$ cat src/rtl/acc8_pkg.sv
package acc8_pkg;

    localparam int BYTE_W = 8;
    localparam int NIB_W  = BYTE_W / 2;
    localparam int CCR_W  = 5;

    // Opcode fields: high nibble selects mode/accumulator, low nibble the function
    localparam logic [NIB_W-1:0] MODE_IMM_A = 4'h8;
    localparam logic [NIB_W-1:0] FN_LOAD    = 4'h6;
    localparam logic [NIB_W-1:0] FN_ADD     = 4'hB;

    localparam logic [BYTE_W-1:0] OPC_LOAD = {MODE_IMM_A, FN_LOAD};
    localparam logic [BYTE_W-1:0] OPC_ADD  = {MODE_IMM_A, FN_ADD};

    typedef enum logic [1:0] {
        SQ_FETCH = 2'd0,
        SQ_OPND  = 2'd1,
        SQ_STOP  = 2'd2
    } seq_state_t;

    typedef enum logic [1:0] {
        OP_NONE = 2'd0,
        OP_LOAD = 2'd1,
        OP_ADD  = 2'd2
    } op_kind_t;

    typedef struct packed {
        logic half;
        logic neg;
        logic zero;
        logic ovf;
        logic carry;
    } ccr_t;

    function automatic op_kind_t classify(input logic [BYTE_W-1:0] opc);
        op_kind_t k;
        k = OP_NONE;
        if (opc[BYTE_W-1:NIB_W] == MODE_IMM_A) begin
            if (opc[NIB_W-1:0] == FN_LOAD)     k = OP_LOAD;
            else if (opc[NIB_W-1:0] == FN_ADD) k = OP_ADD;
        end
        return k;
    endfunction

endpackage

$ cat src/rtl/acc8_decode.sv
module acc8_decode
    import acc8_pkg::*;
(
    input  logic [BYTE_W-1:0] opcode,
    output op_kind_t          kind,
    output logic              legal
);
    always_comb begin
        kind  = classify(opcode);
        legal = (kind != OP_NONE);
    end
endmodule

$ cat src/rtl/acc8_alu.sv
module acc8_alu
    import acc8_pkg::*;
#(
    parameter int W = BYTE_W
) (
    input  logic [W-1:0] a,
    input  logic [W-1:0] b,
    input  op_kind_t     kind,
    input  ccr_t         ccr_in,
    output logic [W-1:0] result,
    output ccr_t         ccr_out
);
    localparam int HB = W / 2;

    logic [W:0] full;

    always_comb begin
        full    = {1'b0, a} + {1'b0, b};
        result  = a;
        ccr_out = ccr_in;
        unique case (kind)
            OP_LOAD: begin
                result       = b;
                ccr_out.neg  = b[W-1];
                ccr_out.zero = (b == '0);
                ccr_out.ovf  = 1'b0;
            end
            OP_ADD: begin
                result        = full[W-1:0];
                ccr_out.half  = a[HB] ^ b[HB] ^ full[HB];
                ccr_out.neg   = full[W-1];
                ccr_out.zero  = (full[W-1:0] == '0);
                ccr_out.ovf   = (a[W-1] == b[W-1]) && (full[W-1] != a[W-1]);
                ccr_out.carry = full[W];
            end
            default: ;
        endcase
    end
endmodule

$ cat src/rtl/acc8_seq.sv
module acc8_seq
    import acc8_pkg::*;
#(
    parameter int ADDR_W = 16
) (
    input  logic              clk,
    input  logic              rst,
    input  logic [ADDR_W-1:0] rst_addr,
    input  logic [BYTE_W-1:0] rdata,
    output logic [ADDR_W-1:0] pc,
    output logic              rd,
    output logic              exec_en,
    output op_kind_t          exec_kind,
    output logic              done,
    output logic              halted
);
    seq_state_t        state_q;
    logic [ADDR_W-1:0] pc_q;
    op_kind_t          kind_q;
    logic              done_q;
    logic              ill_q;
    op_kind_t          fetch_kind;
    logic              fetch_legal;

    acc8_decode dec_i (
        .opcode (rdata),
        .kind   (fetch_kind),
        .legal  (fetch_legal)
    );

    always_ff @(posedge clk) begin
        if (rst) begin
            state_q <= SQ_FETCH;
            pc_q    <= rst_addr;
            kind_q  <= OP_NONE;
            done_q  <= 1'b0;
            ill_q   <= 1'b0;
        end else begin
            done_q <= 1'b0;
            unique case (state_q)
                SQ_FETCH: begin
                    pc_q   <= pc_q + ADDR_W'(1);
                    kind_q <= fetch_kind;
                    if (fetch_legal) begin
                        state_q <= SQ_OPND;
                    end else begin
                        state_q <= SQ_STOP;
                        ill_q   <= 1'b1;
                    end
                end
                SQ_OPND: begin
                    pc_q    <= pc_q + ADDR_W'(1);
                    done_q  <= 1'b1;
                    state_q <= SQ_FETCH;
                end
                default: state_q <= SQ_STOP;
            endcase
        end
    end

    assign pc        = pc_q;
    assign rd        = (state_q == SQ_FETCH) || (state_q == SQ_OPND);
    assign exec_en   = (state_q == SQ_OPND);
    assign exec_kind = kind_q;
    assign done      = done_q;
    assign halted    = ill_q;
endmodule

$ cat src/rtl/acc8_core.sv
module acc8_core
    import acc8_pkg::*;
#(
    parameter int ADDR_W = 16
) (
    input  logic                 clk,
    input  logic                 rst,
    input  logic [ADDR_W-1:0]    rst_addr,
    output logic [ADDR_W-1:0]    mem_addr,
    output logic                 mem_rd,
    input  logic [BYTE_W-1:0]    mem_rdata,
    output logic [ADDR_W-1:0]    pc_o,
    output logic [BYTE_W-1:0]    acc_o,
    output logic [CCR_W-1:0]     flags_o,
    output logic                 done_o,
    output logic                 illegal_o
);
    logic [ADDR_W-1:0] pc_w;
    logic              exec_en;
    op_kind_t          exec_kind;
    logic [BYTE_W-1:0] acc_q;
    logic [BYTE_W-1:0] alu_res;
    ccr_t              ccr_q;
    ccr_t              alu_ccr;

    acc8_seq #(.ADDR_W(ADDR_W)) seq_i (
        .clk       (clk),
        .rst       (rst),
        .rst_addr  (rst_addr),
        .rdata     (mem_rdata),
        .pc        (pc_w),
        .rd        (mem_rd),
        .exec_en   (exec_en),
        .exec_kind (exec_kind),
        .done      (done_o),
        .halted    (illegal_o)
    );

    acc8_alu #(.W(BYTE_W)) alu_i (
        .a       (acc_q),
        .b       (mem_rdata),
        .kind    (exec_kind),
        .ccr_in  (ccr_q),
        .result  (alu_res),
        .ccr_out (alu_ccr)
    );

    // Accumulator and flags carry no reset; they change only in operand cycles
    always_ff @(posedge clk) begin
        if (!rst && exec_en) begin
            acc_q <= alu_res;
            ccr_q <= alu_ccr;
        end
    end

    assign mem_addr = pc_w;
    assign pc_o     = pc_w;
    assign acc_o    = acc_q;
    assign flags_o  = ccr_q;
endmodule

$ cat config.mk
export PLATFORM = sky130hd
export DESIGN_NAME = acc8_core
export DESIGN_NICKNAME = d
export VERILOG_FILES = /design/src/rtl/acc8_pkg.sv /design/src/rtl/acc8_decode.sv /design/src/rtl/acc8_alu.sv /design/src/rtl/acc8_seq.sv /design/src/rtl/acc8_core.sv
export SDC_FILE = /design/constraint.sdc
export NUM_CORES = 1
export LEC_CHECK = 0
export CELL_PAD_IN_SITES_DETAIL_PLACEMENT = 1
export CELL_PAD_IN_SITES_GLOBAL_PLACEMENT = 1
export CORE_AREA = 2 2 81 83
export DETAILED_ROUTE_END_ITERATION = 12
export DIE_AREA = 0 0 83 85
export PLACE_DENSITY_LB_ADDON = 0.1
export SYNTH_ARGS = -nofsm -noshare
export SYNTH_HDL_FRONTEND = slang
export SYNTH_SLANG_ARGS = --single-unit
$ cat constraint.sdc
create_clock -name clk -period 3.38 [get_ports clk]
set_input_delay 0.507 -clock clk [delete_from_list [all_inputs] [get_ports clk]]
set_output_delay 0.507 -clock clk [all_outputs]
set_load 0.01 [all_outputs]
=== Word-level counts from Yosys, hierarchy flattened ===
Index checks and enable logic that the tools add are counted.

* Flip-flop bits (word level): 35
* Output and inout bits: 48
* Logic and storage cells: 48

* $add $sub $neg: 2
* Equal/unequal tests: 8
* Mux-type cells: 10
* Bitwise operators: 3
* Reduce and logical (&&, ||, !) cells: 14

{| class="wikitable"
|+ Operators with widths
! cell !! number
|-
| $mux W16 || 2
|-
| $add A16 B1 Y16 const B || 1
|-
| $logic_not A8 Y1 || 2
|-
| $pmux W8 S2 || 1
|-
| $add A8 B8 Y9 || 1
|-
| $eq A4 B4 Y1 const B || 2
|-
| $mux W2 || 4
|-
| $pmux W3 S2 || 1
|-
| $reduce_and A2 Y1 || 3
|-
| $reduce_bool A2 Y1 || 3
|-
| $eq A2 B1 Y1 const B || 2
|-
| $eq A4 B3 Y1 const B || 1
|-
| $pmux W2 S2 || 1
|-
| $eq A2 B2 Y1 const B || 1
|-
| $logic_and A1 B1 Y1 || 2
|-
| $logic_not A2 Y1 || 1
|-
| $reduce_or A2 Y1 || 1
|-
| $xor A1 B1 Y1 || 2
|-
| $eq A1 B1 Y1 || 1
|-
| $logic_not A1 Y1 || 1
|-
| $logic_or A1 B1 Y1 || 1
|-
| $mux W1 || 1
|-
| $ne A1 B1 Y1 || 1
|-
| $not A1 Y1 || 1
|}

=== Logic depth before layout (Yosys ltp) ===
* Depth in word-level cells: 7
* Mapped depth: 7

=== Cells and area by module ===
A second synthesis with hierarchy kept.

* Cells, all modules: 255
* Area, all modules: 2438.6 um^2

{| class="wikitable"
|+ By module, submodules not included
! module !! times used !! cells an instance !! area each (um^2) !! sequential area each (um^2)
|-
| acc8_seq || 1 || 114 || 1167.4 || 600.6
|-
| acc8_alu || 1 || 104 || 695.7 || 0.0
|-
| acc8_core || 1 || 30 || 524.3 || 390.4
|-
| acc8_decode || 1 || 7 || 51.3 || 0.0
|}

=== Worst setup path after synthesis ===
No wires, ideal clock.

* Path kind: input port to flip-flop
* Start: input port mem_rdata[0]
* End: register ccr_q (netlist bit flags_o[2]), data pin
* Library setup time: 0.169 ns
* Arrival: 2.404 ns
* Required time: 3.211 ns
* Setup slack: 0.807 ns
* Cell stages on the path: 6
* Buffers on the path: 0
* Cells stage by stage: ha_1 fa_1 xor2_1 or4b_1 or4_1 o31ai_1

{| class="wikitable"
|+ RTL lines
! item !! line !! RTL
|-
| start: declaration || acc8_core.sv:11 || <nowiki>input logic [BYTE_W-1:0] mem_rdata,</nowiki>
|-
| end signal: assignment || acc8_core.sv:52 || <nowiki>ccr_q <= alu_ccr;</nowiki>
|-
| end: declaration || acc8_core.sv:23 || <nowiki>ccr_t ccr_q;</nowiki>
|}

==> flow_metrics.env <==
export IMPL_final_antenna_net_count=0
export IMPL_antenna_found_initial=0
export IMPL_syn_num_nets=235
export IMPL_min_path_type="register to register"
export IMPL_seq_area_sq_um=961
export IMPL_holdBufCountCts=0
export IMPL_worst_slack_ns=0.479
export IMPL_startpoint="mem_rdata[0]"
export IMPL_post_cts_buffers=0
export IMPL_timing_setup_tns_ns=0
export IMPL_yosysWarningCount=0
export IMPL_dp_slack_ns=0.163
export IMPL_numCtsBuffers=5
export IMPL_avgSynthCellArea_sq_um=10.3
export IMPL_crit_required_ns=3.50
export IMPL_cap_viol_max_count=0
export IMPL_clkSinkCount=34
export IMPL_num_io_pins=74
export IMPL_yosysSeqAreaShare_pct=46.9
export IMPL_synthTopCellsByArea="edfxtp_1 (41%), buf_4 (6.2%), ha_1 (6.1%), xor2_1 (6.0%), dfxtp_1 (5.9%)"
export IMPL_maxSlewHeadroom_pct=47.6
export IMPL_wl_met2_microns=2140
export IMPL_fin_total_pwr_uw=1050
export IMPL_comb_power_share_pct=22.2
export IMPL_worst_slew_pin_slew_ns=0.786
export IMPL_multi_input_area_sq_um=923
export IMPL_start_util_pct=33.0
export IMPL_yosys_area_top_type_share_pct=41.1
export IMPL_place_inst=327
export IMPL_path_clk_slew_ns=0.08
export IMPL_synth_async_sr_flop_share_pct=0
export IMPL_ys_ff_latch=34
export IMPL_layout_drive_gt1_share_pct=7.36
export IMPL_die_h_microns=85
export IMPL_cp_max_fo=4
export IMPL_io_buffers=73
export IMPL_rows=29
export IMPL_grt_start_max_net_pins=39
export IMPL_p_int_uw=762
export IMPL_grt_util_all_layers_pct=14.0
export IMPL_skew_ns=0.0134
export IMPL_gr_total_overflow=0
export IMPL_fin_crit_sh_pct=85.8
export IMPL_drv_slew=0
export IMPL_nFillCells=705
export IMPL_cts_tree="built"
export IMPL_hpwl_microns=3780
export IMPL_worstHoldStart="seq_i.exec_kind[1]"
export IMPL_synth_most_common_cell="edfxtp_1"
export IMPL_p_leak_uw=0.00102
export IMPL_drc=0
export IMPL_critPathKind="input pin to register"
export IMPL_synth_top_flop_cell="edfxtp_1"
export IMPL_max_freq_ghz=0.345
export IMPL_gp_congestion=0.766
export IMPL_synth_distinct_cells=30
export IMPL_fin_cells=335
export IMPL_hold_violations=0
export IMPL_area_growth_syn_to_layout_pct=38.3
export IMPL_sw_frac_of_total_pct=27.3
export IMPL_via_count=1608
export IMPL_diodes=0
export IMPL_yosys_top_cells_count="edfxtp_1 (28), nand2_1 (19), o21ai_0 (19)"
export IMPL_p_sw_uw=286
export IMPL_routed_wl_microns=4880
export IMPL_dr_pass1_iters=4
export IMPL_start_kind="input pin"
export IMPL_cp_end_kind="register"
export IMPL_topRoutingLayerUsed="met4"
export IMPL_core_area_sq_um=6200
export IMPL_peakVddDrop_v=0.000201
export IMPL_outcome="completed"
export IMPL_min_period_ns=2.90
export IMPL_synth_edf_count=28
export IMPL_finalSetupViolations=0
export IMPL_wl_met3_microns=170
export IMPL_vias_per_cell=4.80
export IMPL_grt_setup_unrepaired="false"
export IMPL_clockRootBuffer="clkbuf_8"
export IMPL_drtIter0Drc=85
export IMPL_p_per_area_nw_per_um2=370
export IMPL_die_w_microns=83
export IMPL_power_share_clock_pct=28.1
export IMPL_cts_htree_levels=2
export IMPL_met1_length_microns=2500
export IMPL_grt_pass1_vias=1617
export IMPL_die_area_sq_um=7060
export IMPL_clockBufferDepth=2
export IMPL_routedWlPerCell_microns=14.6
export IMPL_syn_inst=198
export IMPL_seq_power_share_pct=49.7
export IMPL_cts_resized=0
export IMPL_reg2reg_from="acc_o[0]"
export IMPL_grt_pass1_wl_microns=8000
export IMPL_nets=294
export IMPL_arrival_ns=3.02
export IMPL_syn_area_sq_um=2050
export IMPL_clock_latency_ns=0.29
export IMPL_yosysTopAreaCell="edfxtp_1"
critical path, stage by stage:
cell,delay (ns)
clkdlybuf4s50_1,0.46
ha_1,0.25
fa_1,0.40
xor2_1,0.17
or4b_1,0.47
or4_1,0.51
o31ai_1,0.25
power groups by stage:
stage | Clock (uW) | Sequential [uW] | Combinational (uW)
2_1_floorplan | 0 | 531 | 116
3_5_place_dp | 0 | 531 | 235
3_3_place_gp | 0 | 530 | 232
6_report | 295 | 521 | 232
5_1_grt | 318 | 527 | 252
4_1_cts | 303 | 521 | 236
per-layer routing:
layer,global-route usage (%),up-vias
met4,5.37,0
met1,20.5,748
li1,-,814
met2,20.6,39
met5,0,-
met3,2.53,7
cell type report:
type	count	area share, %
Timing Repair Buffer	75	26.3
Clock inverter	3	0.575
Clock buffer	5	2.43
Tap cell	77	3.40
Inverter	5	0.663
Multi-Input combinational cell	136	32.6
Sequential cell	34	34.0
path summary, 6_finish.rpt:
path | depth (start not counted) | slack [ns] | end
max reg2reg | 6 | 0.80 | flags_o[2]
min reg2reg | 2 | 0.48 | seq_i.exec_kind[1]
min | 2 | 0.48 | seq_i.exec_kind[1]
max | 7 | 0.48 | flags_o[2]
cells by family after synthesis:
| family | share of synthesized area (%) |
|---|---|
| adder cells (fa/ha/maj) | 7.09 |
| AND/OR/NAND/NOR | 14.4 |
| multiplexers | 4.95 |
| AO/OA/AOI/OAI | 9.35 |
| XOR/XNOR | 8.99 |
| flip-flops | 46.9 |
| buffers and inverters | 8.25 |
registers in the layout, indices dropped and copies added, names as in the netlist:
name,flops
seq_i.pc,16
acc_o,8
flags_o,4
seq_i.exec_kind,2
seq_i.state_q,2
seq_i.done,1
seq_i.halted,1
per-stage QoR:
step | cell area (sq um) | hold slack, ns | utilization [%]
after floorplan | 2050 | 0.450 | -
after global placement | 2750 | 0.458 | 44.2
after detailed placement | 2750 | 0.462 | 44.2
after CTS | 2830 | 0.484 | 45.6
after global routing | 2830 | 0.502 | 45.6
final | 2830 | 0.477 | 45.6
cells in the final DEF (no fill, tap or decap), types with 2 or more instances in the layout:
cell / n
edfxtp_1: 28
a21oi_1: 6
nand4_1: 3
o31ai_1: 2
xnor2_1: 7
buf_4: 2
nand3_1: 11
nor3_1: 3
mux2_2: 9
nand2_1: 19
clkbuf_8: 5
o21ai_0: 19
a211oi_1: 2
nor4_1: 2
inv_1: 5
xor2_1: 14
ha_1: 10
clkdlybuf4s50_1: 73
dfxtp_1: 6
and3_1: 5
nor2_1: 11
and2_1: 2
a21o_1: 2
o21bai_1: 2
(Power assumes the default switching activity.)
